==> src/rtl/pit_pkg.sv <==
package pit_pkg;
  typedef enum logic [1:0] {
    REG_STATUS = 2'd0,
    REG_CTRL   = 2'd1,
    REG_PER_LO = 2'd2,
    REG_PER_HI = 2'd3
  } pit_reg_e;

  localparam int ST_TO_BIT   = 0;
  localparam int ST_RUN_BIT  = 1;
  localparam int CT_IE_BIT   = 0;
  localparam int CT_CONT_BIT = 1;
  localparam int CT_START_BIT = 2;
  localparam int CT_STOP_BIT = 3;
endpackage

==> src/rtl/pit_regs.sv <==
module pit_regs
  import pit_pkg::*;
#(
  parameter int          HALF_W          = 16,
  parameter bit          WRITABLE_PERIOD = 1'b1,
  parameter int unsigned FIXED_PERIOD    = 40,
  localparam int         CNT_W           = 2 * HALF_W
) (
  input  logic              clk,
  input  logic              rst,
  input  logic [1:0]        addr,
  input  logic              we,
  input  logic [HALF_W-1:0] wdata,
  input  logic              running,
  input  logic              expire,
  output logic [HALF_W-1:0] rdata,
  output logic              irq,
  output logic              cont,
  output logic              start_req,
  output logic              stop_req,
  output logic              period_wr,
  output logic [CNT_W-1:0]  load_val,
  output logic [CNT_W-1:0]  period_q
);
  localparam logic [CNT_W-1:0] FIXED_VAL = CNT_W'(FIXED_PERIOD);

  logic wr_status, wr_ctrl, wr_lo, wr_hi;
  logic ie_q, cont_q, to_q;

  always_comb begin
    wr_status = we && (addr == REG_STATUS);
    wr_ctrl   = we && (addr == REG_CTRL);
    wr_lo     = we && (addr == REG_PER_LO);
    wr_hi     = we && (addr == REG_PER_HI);
  end

  assign period_wr = wr_lo || wr_hi;
  assign start_req = wr_ctrl && wdata[CT_START_BIT];
  assign stop_req  = wr_ctrl && wdata[CT_STOP_BIT];
  assign cont      = cont_q;

  generate
    if (WRITABLE_PERIOD) begin : g_wr_period
      logic [CNT_W-1:0] per_q;
      logic [CNT_W-1:0] per_nxt;
      always_comb begin
        per_nxt = per_q;
        if (wr_lo) per_nxt[HALF_W-1:0]     = wdata;
        if (wr_hi) per_nxt[CNT_W-1:HALF_W] = wdata;
      end
      always_ff @(posedge clk) begin
        if (rst)            per_q <= FIXED_VAL;
        else if (period_wr) per_q <= per_nxt;
      end
      assign period_q = per_q;
      assign load_val = per_nxt;
    end else begin : g_fixed_period
      assign period_q = FIXED_VAL;
      assign load_val = FIXED_VAL;
    end
  endgenerate

  always_ff @(posedge clk) begin
    if (rst) begin
      ie_q   <= 1'b0;
      cont_q <= 1'b0;
    end else if (wr_ctrl) begin
      ie_q   <= wdata[CT_IE_BIT];
      cont_q <= wdata[CT_CONT_BIT];
    end
  end

  always_ff @(posedge clk) begin
    if (rst)            to_q <= 1'b0;
    else if (expire)    to_q <= 1'b1;
    else if (wr_status) to_q <= 1'b0;
  end

  assign irq = to_q && ie_q;

  always_ff @(posedge clk) begin
    if (rst) begin
      rdata <= '0;
    end else begin
      rdata <= '0;
      unique case (pit_reg_e'(addr))
        REG_STATUS: begin
          rdata[ST_TO_BIT]  <= to_q;
          rdata[ST_RUN_BIT] <= running;
        end
        REG_CTRL: begin
          rdata[CT_IE_BIT]   <= ie_q;
          rdata[CT_CONT_BIT] <= cont_q;
        end
        REG_PER_LO: rdata <= period_q[HALF_W-1:0];
        REG_PER_HI: rdata <= period_q[CNT_W-1:HALF_W];
        default:    rdata <= '0;
      endcase
    end
  end
endmodule

==> src/rtl/pit_counter.sv <==
module pit_counter #(
  parameter int          CNT_W          = 32,
  parameter bit          HAS_START_STOP = 1'b1,
  parameter int unsigned FIXED_PERIOD   = 40
) (
  input  logic             clk,
  input  logic             rst,
  input  logic             start_req,
  input  logic             stop_req,
  input  logic             period_wr,
  input  logic [CNT_W-1:0] load_val,
  input  logic [CNT_W-1:0] period_q,
  input  logic             cont,
  output logic [CNT_W-1:0] cnt_q,
  output logic             running_q,
  output logic             expire
);
  localparam logic RUN_AT_RESET = !HAS_START_STOP;

  logic run_nxt;

  assign expire = running_q && (cnt_q == '0) && !period_wr;

  always_comb begin
    run_nxt = running_q;
    if (expire && !cont) run_nxt = 1'b0;
    if (HAS_START_STOP) begin
      if (start_req && !running_q) run_nxt = 1'b1;
      if (stop_req)                run_nxt = 1'b0;
    end
  end

  always_ff @(posedge clk) begin
    if (rst) begin
      cnt_q     <= CNT_W'(FIXED_PERIOD);
      running_q <= RUN_AT_RESET;
    end else if (period_wr) begin
      cnt_q     <= load_val;
      running_q <= RUN_AT_RESET;
    end else begin
      running_q <= run_nxt;
      if (running_q) begin
        if (cnt_q == '0) cnt_q <= period_q;
        else             cnt_q <= cnt_q - CNT_W'(1);
      end
    end
  end
endmodule

==> src/rtl/pit_timer.sv <==
module pit_timer
  import pit_pkg::*;
#(
  parameter int          HALF_W          = 16,
  parameter bit          WRITABLE_PERIOD = 1'b1,
  parameter bit          HAS_START_STOP  = 1'b1,
  parameter int unsigned FIXED_PERIOD    = 40
) (
  input  logic              clk,
  input  logic              rst,
  input  logic [1:0]        bus_addr,
  input  logic              bus_we,
  input  logic [HALF_W-1:0] bus_wdata,
  output logic [HALF_W-1:0] bus_rdata,
  output logic              irq
);
  localparam int CNT_W = 2 * HALF_W;

  logic             running_w, expire_w, cont_w;
  logic             start_w, stop_w, period_wr_w;
  logic [CNT_W-1:0] load_w, period_w, cnt_w;

  pit_regs #(
    .HALF_W(HALF_W), .WRITABLE_PERIOD(WRITABLE_PERIOD), .FIXED_PERIOD(FIXED_PERIOD)
  ) u_regs (
    .clk(clk), .rst(rst), .addr(bus_addr), .we(bus_we), .wdata(bus_wdata),
    .running(running_w), .expire(expire_w), .rdata(bus_rdata), .irq(irq),
    .cont(cont_w), .start_req(start_w), .stop_req(stop_w),
    .period_wr(period_wr_w), .load_val(load_w), .period_q(period_w)
  );

  pit_counter #(
    .CNT_W(CNT_W), .HAS_START_STOP(HAS_START_STOP), .FIXED_PERIOD(FIXED_PERIOD)
  ) u_cnt (
    .clk(clk), .rst(rst), .start_req(start_w), .stop_req(stop_w),
    .period_wr(period_wr_w), .load_val(load_w), .period_q(period_w),
    .cont(cont_w), .cnt_q(cnt_w), .running_q(running_w), .expire(expire_w)
  );
endmodule

==> config.mk <==
export PLATFORM = sky130hd
export DESIGN_NAME = pit_timer
export DESIGN_NICKNAME = d
export VERILOG_FILES = /design/src/rtl/pit_pkg.sv /design/src/rtl/pit_regs.sv /design/src/rtl/pit_counter.sv /design/src/rtl/pit_timer.sv
export SDC_FILE = /design/constraint.sdc
export NUM_CORES = 1
export LEC_CHECK = 0
export ABC_AREA = 1
export BUFFER_PORTS_ARGS = -buffer_cell sky130_fd_sc_hd__buf_2
export CORE_ASPECT_RATIO = 2
export CORE_MARGIN = 4
export CORE_UTILIZATION = 50
export CTS_CLUSTER_DIAMETER = 100
export DETAILED_ROUTE_END_ITERATION = 7
export HOLD_SLACK_MARGIN = 0.12
export PLACE_DENSITY_LB_ADDON = 0.15
export SLEW_MARGIN = 20
export SYNTH_ARGS = -nofsm -noshare
export SYNTH_HDL_FRONTEND = slang
export SYNTH_SLANG_ARGS = --single-unit
==> constraint.sdc <==
create_clock -name clk -period 3.2 [get_ports clk]
set_input_delay 0.64 -clock clk [delete_from_list [all_inputs] [get_ports clk]]
set_output_delay 0.64 -clock clk [all_outputs]
set_load 0.005 [all_outputs]
# Word-level counts from Yosys, hierarchy flattened
# Index checks and enable logic that the tools add are counted.
[totals]
register_bits = 84
[op_classes]
n_addsub = 1
n_eq_ne = 3
muxes = 11
n_reduce_logical = 21
[ops]
columns = ["operator", "n"]
rows = [
  ["$mux 32", 3],
  ["$logic_not 32->1", 1],
  ["$mux 16", 2],
  ["$sub 32x1->32 const B", 1],
  ["$pmux 14 s2", 1],
  ["$logic_and 1x1->1", 11],
  ["$pmux 2 s4", 1],
  ["$reduce_bool 2->1", 3],
  ["$eq 2x2->1 const B", 2],
  ["$mux 1", 4],
  ["$logic_not 1->1", 3],
  ["$reduce_or 3->1", 1],
  ["$eq 2x1->1 const B", 1],
  ["$logic_not 2->1", 1],
  ["$logic_or 1x1->1", 1],
]

# Depth between registers and ports, before layout
# Gate-level depths: netlist (run 1).
[depth]
word_depth = 8
ltp_mapped = 12

# Modules after synthesis
# A second synthesis (run 1) with hierarchy kept.
[unflattened]
cells_unflattened = 790
area_unflattened_um2 = 5034.8
[modules_own_cells]
columns = ["module", "instances", "cells_each", "area_each_um2"]
rows = [
  ["pit_counter", 1, 495, 2915.3],
  ["pit_regs", 1, 295, 2119.5],
]

# Least setup slack after synthesis (run 1)
# No wires, ideal clock.
[synth_timing]
kind = "input-to-reg"
start = "input port bus_addr[1]"
end = "register u_cnt.cnt_q[23]"
setup_time_ns = 0.071
arrival_time_ns = 1.595
slack_ns = 1.534
stages = 11
cell_sequence = "nand2_2 > inv_4 > nand2_4 > inv_4 > buf_8 > buf_12 > o21ai_0 > inv_1 > o22ai_2 > inv_2 > a21oi_1"
[synth_between]
elab_chain_cells = 4
word_cells_on_any_way = 8
classes_between = "eq/ne (2); mux (2); reduce/logical (4)"
[synth_rtl]
columns = ["item", "line_no", "text"]
rows = [
  ["start, declared", "pit_timer.sv:11", "input logic [1:0] bus_addr,"],
  ["$eq 2x2->1, on equally long branches", "pit_regs.sv:34, pit_regs.sv:33", ""],
  ["$logic_and 1x1->1, on equally long branches", "pit_regs.sv:34, pit_regs.sv:33", ""],
  ["$mux 16 / $logic_or 1x1->1 (equally long branches)", "pit_regs.sv:49, pit_regs.sv:37", ""],
  ["$mux 32 / $reduce_bool 2->1 (equally long branches)", "n/a", ""],
  ["end signal, assigned", "pit_counter.sv:35", "cnt_q <= CNT_W'(FIXED_PERIOD);"],
  ["end signal, assigned", "pit_counter.sv:38", "cnt_q <= load_val;"],
  ["end signal, assigned", "pit_counter.sv:43", "if (cnt_q == '0) cnt_q <= period_q;"],
  ["end, declared", "pit_counter.sv:14", "output logic [CNT_W-1:0] cnt_q,"],
]
# Parallel ways exist; a longest one is shown, timed or not.
# A chain may end at the register's enable or synchronous reset.

# Worst setup path after layout (run 1)
[layout_timing]
start = "input port bus_addr[1]"
end = "register u_cnt.cnt_q[21]"
# Same word-level chain as after synthesis.

==> results of run 1 <==
[cell type report]
type | count | area share
Timing Repair Buffer | 44 | 0.0417
Clock buffer | 9 | 0.0395
Clock inverter | 7 | 0.0215
Tap cell | 135 | 0.0297
Sequential cell | 84 | 0.295
Inverter | 160 | 0.107
Multi-Input combinational cell | 552 | 0.465
[worst max-delay path by stage]
stage                      endpoint  cells after the start
floorplan           u_cnt.cnt_q[23]                     11
global placement    u_cnt.cnt_q[21]                     11
detailed placement  u_cnt.cnt_q[21]                     11
CTS                 u_cnt.cnt_q[21]                     11
global route        u_cnt.cnt_q[19]                     11
finish              u_cnt.cnt_q[21]                     11
[state kept, by name (all words and copies together) (netlist names)]
name and flops:
u_regs.cont 1, u_regs.to_q 1, u_cnt.running_q 1, u_regs.ie_q 1
u_regs.rdata 16, u_regs.period_q 32, u_cnt.cnt_q 32
[synth_stat cells, types with 2 or more instances]
master,count
nand2_1,197
nand4_1,9
o22ai_1,8
inv_2,26
nand2_2,7
o21a_1,13
nor2_1,101
xor2_1,3
o21ai_2,4
nor3_1,3
ha_1,2
a21oi_1,41
buf_6,4
o21ai_0,23
a21oi_2,4
nor2_2,3
a22oi_1,2
buf_2,11
nand2_4,3
clkbuf_1,11
nand3_1,90
a221oi_1,2
o211ai_1,2
o21ai_1,22
nor2_4,3
dfxtp_1,84
buf_4,6
o22ai_2,7
inv_4,3
inv_1,130
[report_power, final]
part           total (mW)  leakage [nW]  switching (mW)  internal, mW
clock                1.22         0.163           0.455         0.769
sequential           1.12         0.683          0.0341          1.09
combinational       0.510          1.76           0.366         0.144
total                2.85          2.60           0.855          2.00
[kinds of logic (layout without fill, tap and decap cells)]
logic type / count (synthesis) / after routing / share of synthesized area
buffers and inverters: 194 / 220 / 0.161
AO/OA/AOI/OAI: 129 / 129 / 0.153
adder cells (fa/ha/maj): 2 / 2 / 0.00485
flip-flops: 84 / 84 / 0.326
AND/OR/NAND/NOR: 418 / 418 / 0.351
XOR/XNOR: 3 / 3 / 0.00509
[through the flow]
step | cell area, um2 | power (mW) | hold WS, ns | setup slack, ns
after floorplan | 5160 | 1.50 | 0.439 | 1.53
after global placement | 5350 | 1.64 | 0.453 | 0.762
after global routing | 5700 | 2.97 | 0.485 | 0.864
after CTS | 5700 | 2.86 | 0.470 | 1.08
final | 5700 | 2.85 | 0.469 | 1.04
after detailed placement | 5350 | 1.64 | 0.457 | 0.724
[routing by layer]
metal / up-vias / global-route usage
met1: 2395 / 0.321
met3: 48 / 0.0320
met4: 0 / 0.154
met2: 200 / 0.469
met5: - / 0
li1: 2637 / -
[worst max-delay path, delay by kind of cell]
family,cells,cell delay [ns]
AND/OR/NAND/NOR,6,1.11
AO/OA/AOI/OAI,1,0.11
buffers and inverters,4,0.55
==> summary.txt, run 1 <==
Run status
  • Run status: finished, final reports clean

Cells and area
  • Number of nets in the layout: 874
  • Most frequent cells in the layout: nand2_1, inv_1, nor2_1
  • Fillers: 1049
  • Layout area overhead: 10.3%
  • Share of layout cells above drive strength 1: 0.144
  • Commonest non-fill, non-tap cell in the layout: nand2_1
  • Post-Layout Cell Count: 991
  • Fin util: 0.565
  • Diodes inserted: 0
  • Area of the multi-input gates: 2650 um2
  • Reg area: 1680 um2

Run
  • Max_cap viols: 0

Die
  • Rows: 52
  • Core Box Area: 10100 um2
  • Die width: 79.9 um
  • Die area: 12100 um2
  • Die Y: 152 um
  • Total I/O pin count: 38
  • Starting Density: 0.512

Worst hold path
  • Hold Path Stages: 2
  • Hold Startpoint: u_regs.period_q[26]
  • Hold Path Class: reg -> reg
  • Hold worst-path end: u_regs.rdata[10]

Route
  • Total number of vias: 5280
  • Post-DR vias/cell: 5.33
  • Metal-1 WL: 6270 um
  • Highest metal used: met4
  • Router iterations before antenna repair: 5
  • Final WL: 15700 um
  • Remaining antenna violation count: 0
  • DR DRC count: 0
  • WL met2: 7840 um
  • WL met3: 793 um
  • Starting DRT DRC Count: 405
  • DR WL/cell: 15.9 um

CTS
  • TritonCTS clock tree: done
  • CTS resizes: 0
  • TritonCTS Sinks: 84
  • Clk_lat worst skew: 0.34 ns
  • Worst-path clk slew: 0.07 ns
  • Max Root-Sink Buffers: 2
  • Hold_buf cts: 0
  • Postcts setup bufs: 0
  • CTS H-tree depth: 3
  • CTS root buffer: clkbuf_16
  • CTS Buf Count: 9

Synth
  • Post-synth top area cell: dfxtp_1
  • Mapped Cells: 830
  • Synth warnings: 0
  • Avg Cell Area, Syn: 6.22 um2
  • Top post-synthesis cells by area: dfxtp_1, nand2_1, inv_1
  • Post-Syn Area: 5160 um2
  • Asr flop ratio synth: 0
  • Post-synth EDFFs: 0
  • Sequential area share after synthesis: 0.326
  • Yosys cell types: 36
  • Syn nets: 853
  • Top cell type's share of synthesized area: 0.326
  • Ys flop type: dfxtp_1
  • #FFs+latches synth: 84

Global routing
  • Total GRT Usage: 0.272
  • Initial antenna violation count: 0
  • Grt ovf: 0
  • First-pass GRT wire length: 25100 um
  • Largest net degree at the start of global routing: 53
  • Vias in the first global route: 4980

Setup path
  • Slowest cell on crit path: nor2_4
  • CP max stage delay: 0.49 ns
  • Critical Path RT: 3.47 ns
  • Critical path, cell by cell: buf_2 -> inv_2 -> nor2_4 -> nand2_4 -> nand2_8 -> nor2_4 -> buf_4 -> nand2_1 -> inv_1 -> nand2_1 -> a21oi_1
  • CP arrival: 2.43 ns
  • Setup CP Type: in -> reg
  • Crit Path Max Fanout: 33
  • Startpoint Class: primary input
  • Reg2Reg Launch Point: u_cnt.cnt_q[0]
  • Flop2flop setup slack: 1.16 ns
  • CP Capture Type: flop
  • Worst Setup SP: bus_addr[1]
  • Worst Reg2Reg Path Length in Cells: 10
  • RR Endpoint: u_cnt.cnt_q[18]

Timing
  • Worst Tran Pin Value: 0.652 ns
  • Final Max Slew Viols: 0
  • Layout Skew: 0.00827 ns
  • Fmax: 464 MHz
  • Max_slew headroom: 0.565
  • Final setup violation count: 0
  • RSZ-0062 raised after global routing: false
  • Setup TNS: 0 ns
  • Final min period: 2.16 ns
  • Fin crit share: 0.674
  • Final hold vios: 0

Place
  • DP Wirelength: 12000 um
  • Dpl cells: 975
  • IO buf count: 37
  • GP Congestion: 0.963

Power and ir drop
  • Power Density: 501 nW/um2
  • Leakage: 2.60 nW
  • Max VDD drop: 0.415 mV
Power figures use the tool's default switching activity.
==> run 2, diff against run 1 <==
==> constraint.sdc (replaced) <==
create_clock -name clk -period 1.8 [get_ports clk]
set_input_delay 0.36 -clock clk [delete_from_list [all_inputs] [get_ports clk]]
set_output_delay 0.36 -clock clk [all_outputs]
set_load 0.005 [all_outputs]
==> summary.txt, run 2 (synthesized netlist as in run 1, its figures left out) <==
Power and ir drop
  • Total power: 4.97 mW (+74%)
  • Logic gate share of total power: 0.216 (+0.037)
  • Power Density: 813 nW/um2 (+62%)
  • Power share of the clock group: 0.383 (-0.046)
  • Power share of the sequential group: 0.401 (+0.009)
  • Leakage: 2.81 nW (+7.8%)
  • Switching share of total power: 0.319 (+0.0196)
  • NetSw: 1.59 mW (+85%)
  • P_int: 3.38 mW (+69%)
  • Max VDD drop: 0.875 mV (+110%)

Setup path
  • Flop2flop setup slack: 0.06 ns (-1.10 ns)
  • Setup CP Type: reg -> reg
  • CP max stage delay: 0.33 ns (-0.16 ns)
  • Critical path, cell by cell: inv_2 -> ha_4 -> nand2_2 -> nor2_1 -> nand3_1 -> nor2_4 -> buf_12 -> clkbuf_16 -> nand3_1 -> nand3_1 -> a21oi_1
  • CP Capture Type: flop
  • RR Endpoint: u_cnt.cnt_q[22]
  • CP delay by family, top: simple AND/OR/NAND/NOR gates
  • Slowest cell on crit path: dfxtp_2
  • CP arrival: 1.97 ns (-0.46 ns)
  • Worst Setup SP: u_cnt.cnt_q[0]
  • Critical Path RT: 2.03 ns (-1.44 ns)
  • WP depth: 11 (unchanged)
  • Crit Path Max Fanout: 8 (-76%)
  • Worst path most repeated cell: nand3_1
  • Worst Reg2Reg Path Length in Cells: 11 (+1)
  • Reg2Reg Launch Point: u_cnt.cnt_q[0]
  • Critical path buffer and inverter count: 3 (-1)
  • Startpoint Class: flop

Cells and area
  • Layout area overhead: 18.3%
  • Share of layout cells above drive strength 1: 0.194 (+0.0507)
  • Most frequent cells in the layout: nand2_1, inv_1, nor2_1
  • Commonest non-fill, non-tap cell in the layout: nand2_1
  • Fillers: 985 (-6.1%)
  • Diodes inserted: 0 (unchanged)
  • Number of nets in the layout: 908 (+3.9%)

Timing
  • Final setup violation count: 0 (unchanged)
  • PnR worst setup slack: 0.0573 ns (-0.985 ns)
  • Max_slew headroom: 0.772 (+0.208)
  • Final hold vios: 0 (unchanged)
  • Fin crit share: 0.968
  • Final min period: 1.74 ns
  • Fmax: 574 MHz
  • Final Max Slew Viols: 0 (unchanged)
  • Worst Tran Pin Value: 0.341 ns (-0.311 ns)
  • Setup TNS: 0 ns (unchanged)
  • Layout Skew: 0.00410 ns (-0.00417 ns)

Die
  • Starting Density: 0.512 (unchanged)
  • Total I/O pin count: 38 (unchanged)
  • Core Box Area: 10100 um2 (unchanged)
  • Die Y: 152 um (unchanged)
  • Rows: 52 (unchanged)
  • Die area: 12100 um2 (unchanged)
  • Die width: 79.9 um (unchanged)

Global routing
  • Initial antenna violation count: 0 (unchanged)
  • Largest net degree at the start of global routing: 55 (+3.8%)
  • First-pass GRT wire length: 26700 um (+6.2%)
  • Total GRT Usage: 0.287 (+0.0149)
  • Vias in the first global route: 5256 (+5.5%)
  • Grt ovf: 0 (unchanged)

CTS
  • TritonCTS clock tree: done
  • Worst-path clk slew: 0.07 ns (about the same)
  • Max Root-Sink Buffers: 2 (unchanged)
  • CTS root buffer: clkbuf_16
  • Hold_buf cts: 0 (unchanged)
  • Clk_lat worst skew: 0.34 ns (about the same)
  • CTS H-tree depth: 3 (unchanged)
  • TritonCTS Sinks: 84 (unchanged)
  • CTS Buf Count: 9 (unchanged)

Route
  • Starting DRT DRC Count: 359 (-11%)
  • Final WL: 17100 um (+8.8%)
  • DR WL/cell: 16.7 um (+5.2%)
  • DR DRC count: 0 (unchanged)
  • Post-DR vias/cell: 5.48 (+2.9%)
  • Router iterations before antenna repair: 5 (unchanged)
  • Remaining antenna violation count: 0 (unchanged)
  • Total number of vias: 5622 (+6.5%)

Place
  • DP Wirelength: 12500 um (+3.7%)
  • Setup WS pre-CTS: 0.0527 ns (-0.671 ns)
  • IO buf count: 37 (unchanged)
  • GP Congestion: 1.04 (+8.5%)

Run
  • Max_cap viols: 0 (unchanged)

Worst hold path
  • Hold worst-path end: u_regs.cont
  • Hold Path Class: in -> reg
  • Hold Path Stages: 3 (+1)
  • Hold Startpoint: bus_wdata[1]

Run status
  • Run status: finished, final reports clean
run 2: cell types whose count changed in the layout (fill, tap and decap cells not counted), sizes merged:
cell	change
clkbuf	+2
clkinvlp	+1
bufinv	-2
buf	+31
nand2	+1
inv	+1
run 2: stage by stage:
stage | std cells | area (um2) | utilization | hold WS [ns]
after floorplan | 830 | 5160 | - | 0.439
after global routing | 1025 | 6110 | 0.606 | 0.296
after CTS | 1021 | 5960 | 0.591 | 0.273
after global placement | 1005 | 5660 | 0.561 | 0.450
final | 1025 | 6110 | 0.606 | 0.268
after detailed placement | 1005 | 5660 | 0.561 | 0.452
run 2: worst max-delay path by stage:
stage / end / slack [ns]
floorplan: u_cnt.cnt_q[16] / 0.26
global placement: u_cnt.cnt_q[23] / 0.05
detailed placement: u_cnt.cnt_q[23] / 0.05
CTS: u_cnt.cnt_q[23] / 0.04
global route: u_cnt.cnt_q[20] / -0.02
finish: u_cnt.cnt_q[22] / 0.06
run 2: final cells by class:
| class | instances | area, um2 | share of cell area |
|---|---|---|---|
| inverters | 160 | 611 | 0.100 |
| clock buffers | 9 | 225 | 0.0369 |
| repair buffers | 77 | 624 | 0.102 |
| well taps | 135 | 169 | 0.0277 |
| multi-input cells | 553 | 2720 | 0.446 |
| clock inverters | 7 | 75.1 | 0.0123 |
| flip-flops and latches | 84 | 1680 | 0.276 |
run 2: power groups by stage:
stage	sequential, mW	combinational [mW]	clock, mW
global route	2.00	1.17	1.99
global placement	2.03	1.00	0
detailed placement	2.03	1.01	0
floorplan	2.01	0.661	0
CTS	1.98	1.01	1.93
finish	1.99	1.07	1.90
run 2: repair_timing:
item,4_1_cts,5_1_grt
setup buffers,0,1
endpoints found under the setup margin,0,32
gates resized for setup,0,21
run 2: routing by layer:
metal / vias up / global-route usage / routed length (um)
li1: 2707 / - / -
met1: 2608 / 0.339 / 6610
met2: 241 / 0.484 / 8460
met3: 66 / 0.0444 / 1010
met5: - / 0 / 0
met4: 0 / 0.169 / 1050
run 2: worst register-to-register path: stages, from the launching register on:
cell and delay [ns]:
dfxtp_2 0.33, inv_2 0.09, ha_4 0.14, nand2_2 0.05
nor2_1 0.10, nand3_1 0.14, nor2_4 0.15, buf_12 0.15
clkbuf_16 0.17, nand3_1 0.14, nand3_1 0.12, a21oi_1 0.06
==> run 3, diff against run 2 <==
--- a/config.mk
+++ b/config.mk
@@ -13,7 +13,7 @@
 export CTS_CLUSTER_DIAMETER = 100
 export DETAILED_ROUTE_END_ITERATION = 7
 export HOLD_SLACK_MARGIN = 0.12
-export PLACE_DENSITY_LB_ADDON = 0.15
+export PLACE_DENSITY = 0.82
 export SLEW_MARGIN = 20
 export SYNTH_ARGS = -nofsm -noshare
 export SYNTH_HDL_FRONTEND = slang
==> summary.txt, run 3 (synthesized netlist as in run 1, its figures left out) <==
Die
  • Rows: 52 (unchanged)
  • Core Box Area: 10100 um2 (unchanged)
  • Starting Density: 0.512 (unchanged)
  • Total I/O pin count: 38 (unchanged)
  • Die area: 12100 um2 (unchanged)
  • Die width: 79.9 um (unchanged)
  • Die Y: 152 um (unchanged)

Run status
  • Failing checks: negative setup slack
  • Run status: finished with violations

Power and ir drop
  • Leakage: 2.84 nW (+1.4%)
  • Max VDD drop: 0.908 mV (+3.8%)
  • Power Density: 834 nW/um2 (+2.5%)

Cells and area
  • Diodes inserted: 0 (unchanged)
  • Fillers: 882 (-10%)
  • Most frequent cells in the layout: nand2_1, inv_1, nor2_1
  • Reg area: 1680 um2 (about the same)
  • Share of layout cells above drive strength 1: 0.211 (+0.0166)
  • Area of the multi-input gates: 2760 um2 (+1.2%)
  • Fin util: 0.617 (+0.0110)
  • Commonest non-fill, non-tap cell in the layout: nand2_1
  • Number of nets in the layout: 914 (+0.66%)
  • Layout area overhead: 20.5%

Timing
  • RSZ-0062 raised after global routing: true
  • Final Max Slew Viols: 0 (unchanged)
  • Worst Tran Pin Value: 0.665 ns (+0.323 ns)
  • Max_slew headroom: 0.553 (-0.219)
  • Final hold vios: 0 (unchanged)
  • Fin crit share: 1.04 (+0.0671)
  • PnR worst setup slack: -0.0634 ns (-0.121 ns)
  • Final min period: 1.86 ns (+0.121 ns)
  • Final setup violation count: 20 (+20)
  • Fmax: 537 MHz (-6.5%)
  • Layout Skew: 0.00992 ns (+0.00582 ns)

CTS
  • CTS Buf Count: 9 (unchanged)
  • CTS root buffer: clkbuf_16
  • Max Root-Sink Buffers: 2 (unchanged)
  • Clk_lat worst skew: 0.34 ns (about the same)
  • TritonCTS Sinks: 84 (unchanged)
  • CTS H-tree depth: 3 (unchanged)
  • TritonCTS clock tree: done
  • Hold_buf cts: 0 (unchanged)
  • Worst-path clk slew: 0.06 ns (about the same)

Route
  • Final WL: 17000 um (-0.74%)
  • Total number of vias: 5795 (+3.1%)
  • Remaining antenna violation count: 0 (unchanged)
  • DR WL/cell: 16.5 um (-1.3%)
  • Router iterations before antenna repair: 5 (unchanged)
  • DR DRC count: 0 (unchanged)
  • Starting DRT DRC Count: 507 (+41%)
  • Post-DR vias/cell: 5.62 (+2.5%)

Setup path
  • Worst Reg2Reg Path Length in Cells: 12 (+1)
  • Startpoint Class: flop
  • Crit Path Max Fanout: 12 (+4)
  • Setup CP Type: reg -> reg
  • CP Capture Type: flop
  • CP arrival: 2.12 ns (+0.15 ns)
  • Critical Path RT: 2.06 ns (+0.03 ns)

Place
  • DP Wirelength: 11700 um (-6.5%)
  • IO buf count: 37 (unchanged)
  • Setup WS pre-CTS: 0.0769 ns (+0.0243 ns)
  • GP Congestion: 1.04 (-0.84%)

Global routing
  • Vias in the first global route: 5431 (+3.3%)
  • Initial antenna violation count: 0 (unchanged)
  • Largest net degree at the start of global routing: 72 (+31%)
  • First-pass GRT wire length: 25700 um (-3.5%)
  • Grt ovf: 0 (unchanged)
  • Total GRT Usage: 0.272 (-0.0145)

Worst hold path
  • Hold Path Stages: 3 (unchanged)
  • Hold Path Class: in -> reg

Run
  • Max_cap viols: 0 (unchanged)
==> run 3: area by class of cell <==
cell class,instances,share of cell area
inverter,160,0.0986
timing repair buffer,82,0.107
clock inverter,6,0.0153
tap,135,0.0272
multi-input combinational,554,0.443
clock buffer,10,0.0384
sequential,84,0.271
==> run 3: critical path, stage by stage, from the launching register on <==
cell and delay [ns]:
dfxtp_2 0.32, inv_2 0.09, ha_4 0.13, nand2_2 0.06, nor2_1 0.14, nand3_1 0.16, nor2_4 0.22, buf_12 0.16
buf_6 0.11, nand2_8 0.09, nand2_1 0.08, nand3_1 0.07, a21oi_1 0.14
==> run 3: stage by stage <==
stage | power, mW | TNS, ns | instance area, um2 | hold WS (ns) | std cells
after detailed placement | 3.02 | 0 | 5660 | 0.456 | 1008
after floorplan | 2.67 | 0 | 5160 | 0.439 | 830
final | 5.18 | -0.585 | 6220 | 0.288 | 1031
after global placement | 3.01 | 0 | 5660 | 0.449 | 1008
after global routing | 5.37 | -2.10 | 6220 | 0.323 | 1031
after CTS | 5.07 | 0 | 5990 | 0.290 | 1024
==> run 3: layer usage <==
metal / GRT usage / part of all wire
met1: 0.295 / 0.34
met4: 0.168 / 0.077
met2: 0.488 / 0.50
met3: 0.0402 / 0.077
met5: 0 / 0
==> run 3: where the power goes <==
part / switching, mW / total (mW) / internal, mW
registers: 0.0601 / 1.99 / 1.93
logic: 0.744 / 1.12 / 0.377
clock network: 0.805 / 2.07 / 1.27
total: 1.61 / 5.18 / 3.58
==> run 3: worst paths after layout <==
path	from	to	slack, ns
setup reg to reg	u_cnt.cnt_q[1]	u_cnt.cnt_q[0]	-0.06
setup / recovery	u_cnt.cnt_q[1]	u_cnt.cnt_q[0]	-0.06
hold reg to reg	u_regs.period_q[6]	u_regs.rdata[6]	0.47
hold / removal	bus_wdata[0]	u_regs.ie_q	0.29
==> run 3: repair_timing <==
action / in CTS / in global routing
setup buffers: 0 / 3
resized for setup: 0 / 43
setup endpoints to repair: 0 / 32
